$ cat config.mk
export PLATFORM = sky130hd
export DESIGN_NAME = stride_pf_top
export DESIGN_NICKNAME = d
export VERILOG_FILES = /design/src/rtl/stride_pf_pkg.sv /design/src/rtl/stride_pf_table.sv /design/src/rtl/stride_pf_update.sv /design/src/rtl/stride_pf_slot.sv /design/src/rtl/stride_pf_top.sv
export SDC_FILE = /design/constraint.sdc
export NUM_CORES = 2
export LEC_CHECK = 0
export CAP_MARGIN = 20
export CELL_PAD_IN_SITES_DETAIL_PLACEMENT = 0
export CELL_PAD_IN_SITES_GLOBAL_PLACEMENT = 2
export CORE_ASPECT_RATIO = 1.25
export CORE_MARGIN = 2
export CORE_UTILIZATION = 45
export DETAILED_ROUTE_END_ITERATION = 8
export GPL_ROUTABILITY_DRIVEN = 0
export PLACE_DENSITY = 0.73
export SLEW_MARGIN = 20
export SYNTH_ARGS = -nofsm -noshare
export SYNTH_HDL_FRONTEND = slang
export SYNTH_HIERARCHICAL = 1
export SYNTH_SLANG_ARGS = --single-unit
$ cat constraint.sdc
create_clock -name clk -period 25.4 [get_ports clk]
set_input_delay 5.08 -clock clk [delete_from_list [all_inputs] [get_ports clk]]
set_output_delay 5.08 -clock clk [all_outputs]
set_load 0.005 [all_outputs]
$ cat src/rtl/stride_pf_pkg.sv
package stride_pf_pkg;
  typedef enum logic [1:0] {
    ST_INIT   = 2'd0,
    ST_TRANS  = 2'd1,
    ST_STEADY = 2'd2,
    ST_NOPRED = 2'd3
  } pf_state_e;
endpackage

$ cat src/rtl/stride_pf_table.sv
module stride_pf_table
  import stride_pf_pkg::*;
#(
  parameter int ENTRIES = 16,
  parameter int TAG_W   = 28,
  parameter int ADDR_W  = 32,
  localparam int IDX_W  = $clog2(ENTRIES)
) (
  input  logic              clk,
  input  logic              rst_n,
  input  logic [IDX_W-1:0]  idx,
  input  logic [TAG_W-1:0]  tag,
  output logic              hit,
  output logic [ADDR_W-1:0] rd_prev,
  output logic [ADDR_W-1:0] rd_stride,
  output pf_state_e         rd_state,
  input  logic              wr_en,
  input  logic [ADDR_W-1:0] wr_prev,
  input  logic [ADDR_W-1:0] wr_stride,
  input  pf_state_e         wr_state
);
  logic [ENTRIES-1:0] ent_vld;
  logic [TAG_W-1:0]   ent_tag    [ENTRIES];
  logic [ADDR_W-1:0]  ent_prev   [ENTRIES];
  logic [ADDR_W-1:0]  ent_stride [ENTRIES];
  pf_state_e          ent_state  [ENTRIES];

  for (genvar g = 0; g < ENTRIES; g++) begin : g_ent
    logic sel;
    assign sel = wr_en && (idx == IDX_W'(g));
    always_ff @(posedge clk) begin
      if (!rst_n) begin
        ent_vld[g] <= 1'b0;
      end else if (sel) begin
        ent_vld[g] <= 1'b1;
      end
    end
    always_ff @(posedge clk) begin
      if (sel) begin
        ent_tag[g]    <= tag;
        ent_prev[g]   <= wr_prev;
        ent_stride[g] <= wr_stride;
        ent_state[g]  <= wr_state;
      end
    end
  end

  assign hit       = ent_vld[idx] && (ent_tag[idx] == tag);
  assign rd_prev   = ent_prev[idx];
  assign rd_stride = ent_stride[idx];
  assign rd_state  = ent_state[idx];
endmodule

$ cat src/rtl/stride_pf_update.sv
module stride_pf_update
  import stride_pf_pkg::*;
#(
  parameter int ADDR_W = 32
) (
  input  logic              hit,
  input  logic [ADDR_W-1:0] addr,
  input  logic [ADDR_W-1:0] rd_prev,
  input  logic [ADDR_W-1:0] rd_stride,
  input  pf_state_e         rd_state,
  output logic              pred_ok,
  output logic [ADDR_W-1:0] nxt_stride,
  output pf_state_e         nxt_state,
  output logic              issue,
  output logic [ADDR_W-1:0] target
);
  logic [ADDR_W-1:0] guess;
  logic [ADDR_W-1:0] delta;

  assign guess   = rd_prev + rd_stride;
  assign delta   = addr - rd_prev;
  assign pred_ok = (addr == guess);

  always_comb begin
    nxt_stride = rd_stride;
    nxt_state  = rd_state;
    if (!hit) begin
      nxt_stride = '0;
      nxt_state  = ST_INIT;
    end else begin
      unique case (rd_state)
        ST_INIT: begin
          if (pred_ok) nxt_state = ST_STEADY;
          else begin
            nxt_state  = ST_TRANS;
            nxt_stride = delta;
          end
        end
        ST_TRANS: begin
          if (pred_ok) nxt_state = ST_STEADY;
          else begin
            nxt_state  = ST_NOPRED;
            nxt_stride = delta;
          end
        end
        ST_STEADY: begin
          if (!pred_ok) nxt_state = ST_INIT;
        end
        ST_NOPRED: begin
          if (pred_ok) nxt_state = ST_TRANS;
          else nxt_stride = delta;
        end
        default: nxt_state = ST_INIT;
      endcase
    end
  end

  assign issue  = hit && (nxt_state == ST_STEADY);
  assign target = addr + nxt_stride;
endmodule

$ cat src/rtl/stride_pf_slot.sv
module stride_pf_slot #(
  parameter int ADDR_W = 32
) (
  input  logic              clk,
  input  logic              rst_n,
  input  logic              new_vld,
  input  logic [ADDR_W-1:0] new_addr,
  output logic              pf_valid,
  input  logic              pf_ready,
  output logic [ADDR_W-1:0] pf_addr
);
  always_ff @(posedge clk) begin
    if (!rst_n) begin
      pf_valid <= 1'b0;
      pf_addr  <= '0;
    end else if (new_vld) begin
      pf_valid <= 1'b1;
      pf_addr  <= new_addr;
    end else if (pf_ready) begin
      pf_valid <= 1'b0;
    end
  end
endmodule

$ cat src/rtl/stride_pf_top.sv
module stride_pf_top
  import stride_pf_pkg::*;
#(
  parameter int PC_W    = 32,
  parameter int ADDR_W  = 32,
  parameter int ENTRIES = 16
) (
  input  logic              clk,
  input  logic              rst_n,
  input  logic              ld_valid,
  input  logic [PC_W-1:0]   ld_pc,
  input  logic [ADDR_W-1:0] ld_addr,
  output logic              pf_valid,
  input  logic              pf_ready,
  output logic [ADDR_W-1:0] pf_addr
);
  localparam int IDX_W = $clog2(ENTRIES);
  localparam int TAG_W = PC_W - IDX_W;

  logic [IDX_W-1:0]  lk_idx;
  logic [TAG_W-1:0]  lk_tag;
  logic              lk_hit;
  logic [ADDR_W-1:0] rd_prev;
  logic [ADDR_W-1:0] rd_stride;
  pf_state_e         rd_state;
  logic              pred_ok;
  logic [ADDR_W-1:0] nxt_stride;
  pf_state_e         nxt_state;
  logic              issue;
  logic [ADDR_W-1:0] target;
  logic              new_vld;

  assign lk_idx  = ld_pc[IDX_W-1:0];
  assign lk_tag  = ld_pc[PC_W-1:IDX_W];
  assign new_vld = ld_valid && issue;

  stride_pf_table #(
    .ENTRIES(ENTRIES), .TAG_W(TAG_W), .ADDR_W(ADDR_W)
  ) u_table (
    .clk(clk), .rst_n(rst_n), .idx(lk_idx), .tag(lk_tag), .hit(lk_hit),
    .rd_prev(rd_prev), .rd_stride(rd_stride), .rd_state(rd_state),
    .wr_en(ld_valid), .wr_prev(ld_addr), .wr_stride(nxt_stride),
    .wr_state(nxt_state)
  );

  stride_pf_update #(.ADDR_W(ADDR_W)) u_update (
    .hit(lk_hit), .addr(ld_addr), .rd_prev(rd_prev), .rd_stride(rd_stride),
    .rd_state(rd_state), .pred_ok(pred_ok), .nxt_stride(nxt_stride),
    .nxt_state(nxt_state), .issue(issue), .target(target)
  );

  stride_pf_slot #(.ADDR_W(ADDR_W)) u_slot (
    .clk(clk), .rst_n(rst_n), .new_vld(new_vld), .new_addr(target),
    .pf_valid(pf_valid), .pf_ready(pf_ready), .pf_addr(pf_addr)
  );
endmodule

=== Yosys cells after proc, flatten, opt, wreduce, memory -nomap -nowiden ===
Memories as Yosys holds them, arrays and structs flattened.
Index checks and enable logic that the tools add are counted.

* Magnitude comparators: 1
* Multiplexer cells: 225
* Reduce and logical (&&, ||, !) cells: 83
* $add $sub $neg: 3
* Eq/ne operators: 21

{| class="wikitable"
|+ Operators with widths
! operator !! count
|-
| 32-bit 2-to-1 mux || 33
|-
| 32-bit OR reduction || 30
|-
| 28-bit 2-to-1 mux || 15
|-
| 28-bit OR reduction || 15
|-
| 4-bit 2-to-1 mux || 60
|-
| 1-bit 2-to-1 mux || 96
|-
| 32-bit adder || 2
|-
| 2-bit 2-to-1 mux || 19
|-
| 32-bit == test || 1
|-
| 4-bit == test (second input constant) || 8
|-
| 32-bit subtractor || 1
|-
| 2-bit OR reduction || 15
|-
| 28-bit == test || 1
|-
| 1-bit logical AND || 19
|-
| 4-bit by 3-bit == test with 1-bit output (second input constant) || 4
|-
| 4-bit by 2-bit == test with 1-bit output (second input constant) || 2
|-
| 2-bit case mux with 4 select lines || 1
|-
| 2-bit == test (second input constant) || 3
|-
| 4-bit by 5-bit less-than comparator with 1-bit output (second input constant) || 1
|-
| 1-bit binary-select mux with 4-bit select || 1
|-
| 4-bit by 1-bit == test with 1-bit output (second input constant) || 1
|-
| 4-bit logical NOT || 1
|-
| 3-bit OR reduction || 1
|-
| 2-bit by 1-bit == test with 1-bit output (second input constant) || 1
|-
| other kinds (2) || 2
|}

* Input port bits: 68
* Memory bits (writable): 1504
* Memories: 4
* Register bits: 49

{| class="wikitable"
|+ Memories
! memory !! depth !! bits a word !! rd ports !! clocked after Yosys merged registers in !! write ports !! line !! text
|-
| u_table.ent_prev || 16 || 32 || 1 || 0 || 1 || stride_pf_table.sv:24 || <nowiki>logic [ADDR_W-1:0] ent_prev [ENTRIES];</nowiki>
|-
| u_table.ent_stride || 16 || 32 || 1 || 0 || 1 || stride_pf_table.sv:25 || <nowiki>logic [ADDR_W-1:0] ent_stride [ENTRIES];</nowiki>
|-
| u_table.ent_tag || 16 || 28 || 1 || 0 || 1 || stride_pf_table.sv:23 || <nowiki>logic [TAG_W-1:0] ent_tag [ENTRIES];</nowiki>
|-
| u_table.ent_state || 16 || 2 || 1 || 0 || 1 || stride_pf_table.sv:26 || <nowiki>pf_state_e ent_state [ENTRIES];</nowiki>
|}

=== Depth between registers and ports, before layout ===
An unclocked memory read counts as a cell.

* Depth in word-level cells: 21
* Depth in mapped cells: 38
* Depth with buffers taken out: 29

=== Hierarchy ===
The synthesis kept the hierarchy.

{| class="wikitable"
|+ By module, submodules not included
! module !! area each (µm²) !! instances !! cells an instance
|-
| stride_pf_table || 57710.3 || 1 || 2321
|-
| stride_pf_update || 6323.6 || 1 || 918
|-
| stride_pf_slot || 1277.5 || 1 || 106
|-
| stride_pf_top || 6.3 || 1 || 1
|}

=== Worst setup path before layout ===
No wires, ideal clock.

* Path type: input-to-reg
* From: input ld_pc[1]
* To: register u_slot.pf_addr[31]
* Slack: 11218 ps
* Path buffers: 9
* Arrival: 14117 ps
* Stages on the path: 36
* Required time: 25335 ps
* Cell sequence: buf_2 buf_2 buf_2 buf_2 buf_2 buf_1 mux4_2 mux4_2 ha_1 fa_1 a211oi_2 or3_1 o311ai_1 nand4b_1 or4_1 or4_1 or4_4 o32ai_2 buf_6 buf_12 mux2i_1 nor2_1 ha_1 clkbuf_1 nand4_1 nor2_1 and3_1 a221oi_1 a2111oi_0 or2_1 and4_1 or3_1 or4_1 o311ai_0 mux2i_1 nor2b_1

* Elaborated cells on any way between the ends: 29

{| class="wikitable"
|+ RTL lines
! what !! line !! text
|-
| from (decl) || stride_pf_top.sv:11 || <nowiki>input logic [PC_W-1:0] ld_pc,</nowiki>
|-
| memory 16 x 32 bit (*) || - ||
|-
| net rd_prev[0] || stride_pf_top.sv:23 || <nowiki>logic [ADDR_W-1:0] rd_prev;</nowiki>
|-
| 32-bit adder || stride_pf_update.sv:20 || <nowiki>assign guess = rd_prev + rd_stride;</nowiki>
|-
| 32-bit == test || stride_pf_update.sv:22 || <nowiki>assign pred_ok = (addr == guess);</nowiki>
|-
| 32-bit 2-to-1 mux (*) || stride_pf_update.sv:33, stride_pf_update.sv:40, stride_pf_update.sv:50 ||
|-
| 32-bit 2-to-1 mux (*) || - ||
|-
| 32-bit 2-to-1 mux (*) || stride_pf_update.sv:27 || <nowiki>if (!hit) begin</nowiki>
|-
| net nxt_stride[15] || stride_pf_top.sv:27 || <nowiki>logic [ADDR_W-1:0] nxt_stride;</nowiki>
|-
| 32-bit adder (*) || stride_pf_update.sv:59 || <nowiki>assign target = addr + nxt_stride;</nowiki>
|-
| net target[31] || stride_pf_top.sv:30 || <nowiki>logic [ADDR_W-1:0] target;</nowiki>
|-
| to (signal assigned) || stride_pf_slot.sv:18 || <nowiki>pf_addr <= new_addr;</nowiki>
|-
| to (decl) || stride_pf_slot.sv:10 || <nowiki>output logic [ADDR_W-1:0] pf_addr</nowiki>
|}

The timed path passes the listed nets; every way through them passes the cells marked *. The select of a mux whose other input is x is not followed.
A chain may end at the register's enable or synchronous reset.

=== Worst setup path after layout ===
* From: input ld_pc[1]
* To: register u_slot.pf_addr[31]

* Elaborated cells on any way between the ends: 29

{| class="wikitable"
|+ RTL lines
! what !! line
|-
| memory 16 x 32 bit || -
|-
| net rd_prev[22] || stride_pf_top.sv:23
|-
| 32-bit adder || stride_pf_update.sv:20
|-
| 32-bit == test || stride_pf_update.sv:22
|-
| 32-bit 2-to-1 mux || stride_pf_update.sv:33, stride_pf_update.sv:40, stride_pf_update.sv:50
|-
| 32-bit 2-to-1 mux || -
|-
| 32-bit 2-to-1 mux || stride_pf_update.sv:27
|-
| net nxt_stride[1] || stride_pf_top.sv:27
|-
| 32-bit adder || stride_pf_update.sv:59
|-
| net target[31] || stride_pf_top.sv:30
|}

The timed path passes the listed nets, and every way through them passes these cells. The select of a mux whose other input is x is not followed.

==> impl_metrics.ini <==
[global_routing]
global_route_usage_over_all_layers = 0.233
vias_in_the_first_global_route = 35300
globalRouteOverflowTotal = 0
largest_net_degree_at_the_start_of_global_routing = 92
antenna_found_initial = 11
grt_first_pass_wirelength_mm = 247

[min_path]
holdCritPathClass = flop to flop

[floorplanning]
floorplan.initialDensity = 0.452
design.die.area_um2 = 148000
placeableCoreArea_um2 = 144000
rows = 156
die_w_um = 345
boundaryPins = 101
floorplan.die.height_um = 430

[timing]
setup_viol = 0
timing_hold_violations_final = 0
layout_worst_path_cycle_share = 0.666
finClkSkew_ns = 0.0353
finalWorstPathRequiredPeriod_ns = 16.92
setup_repair_after_global_routing_missed_its_margin = false
timing.max_slew.rel_slack = 0.253
worstMarginPinSlew_ns = 1.12
setup_slack_ns = 8.48
sum_of_negative_setup_slack_ns = 0
achievable-frequency_mhz = 59.1
final_max_slew_viol_count = 0

[critical_path]
cp_common_cell = sky130_fd_sc_hd__buf_4
crit_path_end_kind = flop
critical_path.startpoint_type = primary input
critPathKind = primary input to flop
cp_max_fo = 79
crit_path_max_incr_delay_ns = 0.86
worst_ep_arrival_time_ns = 17.66
cp_data_required_time_ns = 26.14
critical-path-slowest-cell = sky130_fd_sc_hd__buf_4

[logic_synthesis]
yosys-top-cells-count = sky130_fd_sc_hd__edfxtp_1, sky130_fd_sc_hd__mux4_2, sky130_fd_sc_hd__nor2_1
post_synth_num_cell_types = 91
seq_area_frac_synth = 0.706
synth_enable_flop_cells = 1504
ys.flop_type = sky130_fd_sc_hd__edfxtp_1
post-synth-top-area-fraction = 0.691
post-synth-top-area-cell = sky130_fd_sc_hd__edfxtp_1
synth.top_cells.by_area = sky130_fd_sc_hd__edfxtp_1, sky130_fd_sc_hd__mux4_2, sky130_fd_sc_hd__ha_1
netlist_instances = 3346
syn-mean-instance-area_um2 = 19.5
syn_area_um2 = 65300
synthArstFlopShare = 0
postSynthRegisterBits = 1553
yosysMostFrequentCell = sky130_fd_sc_hd__edfxtp_1
syn_nets = 3510
ys.warnings.count = 6

[job]
max-cap-violations = 0

[clock_tree]
path_clk_slew_ns = 0.06
post_cts.repair.setup_buffers = 0
max-clock-path-buffers = 3
resize_count_post_cts = 0
clk_root_buffer_cell = sky130_fd_sc_hd__clkbuf_16
cts_tree = yes
clock_latency_ns = 0.81
cts_sinks = 1553
htree_num_levels = 4
cts_buffers = 152
cts_hold_buffers = 0

[outcome]
run_status = completed

[detailed_routing]
drt_iter0_markers = 3180
num_vias = 33900
postRouteWirelength_mm = 170
ant_nets = 0
pre_repair_dr_iteration_count = 7
detail_route.drc_violations = 0
post_drt_wl_per_cell_um = 30.6
via_per_inst = 6.11

[place]
quantity_of_i_o_buffers_inserted_on_ports = 100
hpwlAfterDp_mm = 99.6
placement.setup.worst_slack_ns = 7.25

[power]
power-per-cell-area_nw_per_um2 = 76.4
power.leakage_nw = 24.1
largest_vdd_supply_drop_uv = 65.0

[layout]
layout_cell_share_with_drive_strength_beyond_1 = 0.216
final_nets = 3688
syn2layout_area_growth_pct = 12.6
n_fill_cell = 11500
metal layers:
metal,GRT usage,wire length [µm]
met1,0.308,69400
met5,0,26
met2,0.390,86600
met3,0.0355,7760
met4,0.0847,5960
worst max-delay path: cells and delay by family:
family | cells | cell delay [ns]
buffers and inverters | 5 | 3.31
adder cells (fa/ha/maj) | 2 | 0.82
AO/OA/AOI/OAI | 10 | 3.45
AND/OR/NAND/NOR | 10 | 3.45
multiplexers | 4 | 1.24
stage by stage:
stage               cell area, µm²  cells  hold slack [ns]   util  power [mW]
floorplan                    65300   3346            0.435      -        3.26
global route                 73600   5549            0.480  0.509        5.81
finish                       73600   5549            0.466  0.509        5.62
global placement             68600   5265            0.442  0.475        3.43
CTS                          73500   5545            0.466  0.509        5.67
detailed placement           68600   5266            0.452  0.475        3.44
power breakdown:
group / switching, mW / leakage, nW / internal (mW)
combinational: 0.331 / 7.34 / 0.211
sequential: 0.00864 / 14.3 / 2.84
clock: 0.963 / 2.39 / 1.27
total: 1.30 / 24.1 / 4.32
sequential cells by signal, summed over array words and instances (netlist names):
name                flops
u_slot/pf_addr         32
u_slot/pf_valid         1
u_table/ent_prev      512
u_table/ent_state      32
u_table/ent_stride    512
u_table/ent_tag       448
u_table/ent_vld        16
worst paths after layout:
path                                                   startpoint                                to  slack (ns)  cells after the start
worst max-delay path                                     ld_pc[1]   u_slot/pf_addr[31]$_SDFFE_PN0P_        8.48                     31
worst min-delay path             u_table/ent_vld[10]$_SDFFE_PN0P_  u_table/ent_vld[10]$_SDFFE_PN0P_        0.47                      1
worst max register to register  u_table/ent_prev[11][0]$_DFFE_PP_   u_slot/pf_addr[31]$_SDFFE_PN0P_       14.80                     28
worst min register to register   u_table/ent_vld[10]$_SDFFE_PN0P_  u_table/ent_vld[10]$_SDFFE_PN0P_        0.47                      1
layout make-up:
type | instances | area (µm²) | area share
antenna | 4 | 10.0 | 0.000136
clock buffer | 202 | 4090 | 0.0555
clock inverter | 77 | 842 | 0.0114
inverter | 75 | 287 | 0.00390
multi-input combinational | 1561 | 18200 | 0.247
sequential | 1553 | 46100 | 0.627
tap | 1896 | 2370 | 0.0323
timing repair buffer | 181 | 1640 | 0.0223
cells by family after synthesis:
| group | synth area share |
|---|---|
| AOI/OAI and AO/OA | 0.0435 |
| and+or+nand+nor | 0.0302 |
| adders and majority gates | 0.0187 |
| xor gates and xnor gates | 0.0148 |
| buffers and inverters | 0.0177 |
| DFF | 0.706 |
| muxes | 0.169 |
cells in the final DEF, fill, tap and decap left out, types with 8 or more instances in the layout:
cell / synthesis / final
sky130_fd_sc_hd__nor2_2: 0 / 10
sky130_fd_sc_hd__o21ai_0: 67 / 67
sky130_fd_sc_hd__ha_1: 93 / 93
sky130_fd_sc_hd__a21oi_1: 93 / 92
sky130_fd_sc_hd__buf_4: 9 / 79
sky130_fd_sc_hd__a221oi_1: 13 / 13
sky130_fd_sc_hd__and3_1: 13 / 13
sky130_fd_sc_hd__nand2_1: 83 / 83
sky130_fd_sc_hd__bufinv_16: 0 / 13
sky130_fd_sc_hd__o21a_1: 28 / 28
sky130_fd_sc_hd__clkbuf_16: 0 / 155
sky130_fd_sc_hd__xor2_1: 35 / 35
sky130_fd_sc_hd__clkinv_1: 1 / 25
sky130_fd_sc_hd__o211ai_1: 15 / 15
sky130_fd_sc_hd__nor2_1: 116 / 94
sky130_fd_sc_hd__clkbuf_1: 57 / 44
sky130_fd_sc_hd__clkinv_2: 0 / 21
sky130_fd_sc_hd__clkdlybuf4s50_1: 0 / 95
sky130_fd_sc_hd__o2111ai_1: 8 / 8
sky130_fd_sc_hd__dfxtp_1: 49 / 49
sky130_fd_sc_hd__edfxtp_1: 1504 / 1504
sky130_fd_sc_hd__o31ai_1: 10 / 10
sky130_fd_sc_hd__a22oi_1: 11 / 11
sky130_fd_sc_hd__nand4_1: 17 / 17
sky130_fd_sc_hd__a31oi_1: 15 / 15
sky130_fd_sc_hd__nor3_1: 38 / 34
sky130_fd_sc_hd__nand3_1: 20 / 20
sky130_fd_sc_hd__a21o_1: 37 / 37
sky130_fd_sc_hd__inv_1: 72 / 72
sky130_fd_sc_hd__mux2i_1: 104 / 104
sky130_fd_sc_hd__nor2b_1: 50 / 49
sky130_fd_sc_hd__nor2_4: 0 / 12
sky130_fd_sc_hd__xnor2_1: 73 / 73
sky130_fd_sc_hd__mux4_2: 437 / 437
sky130_fd_sc_hd__or3_1: 12 / 12
sky130_fd_sc_hd__a211oi_1: 24 / 24
Note: power is estimated with default switching activity, not from simulation.
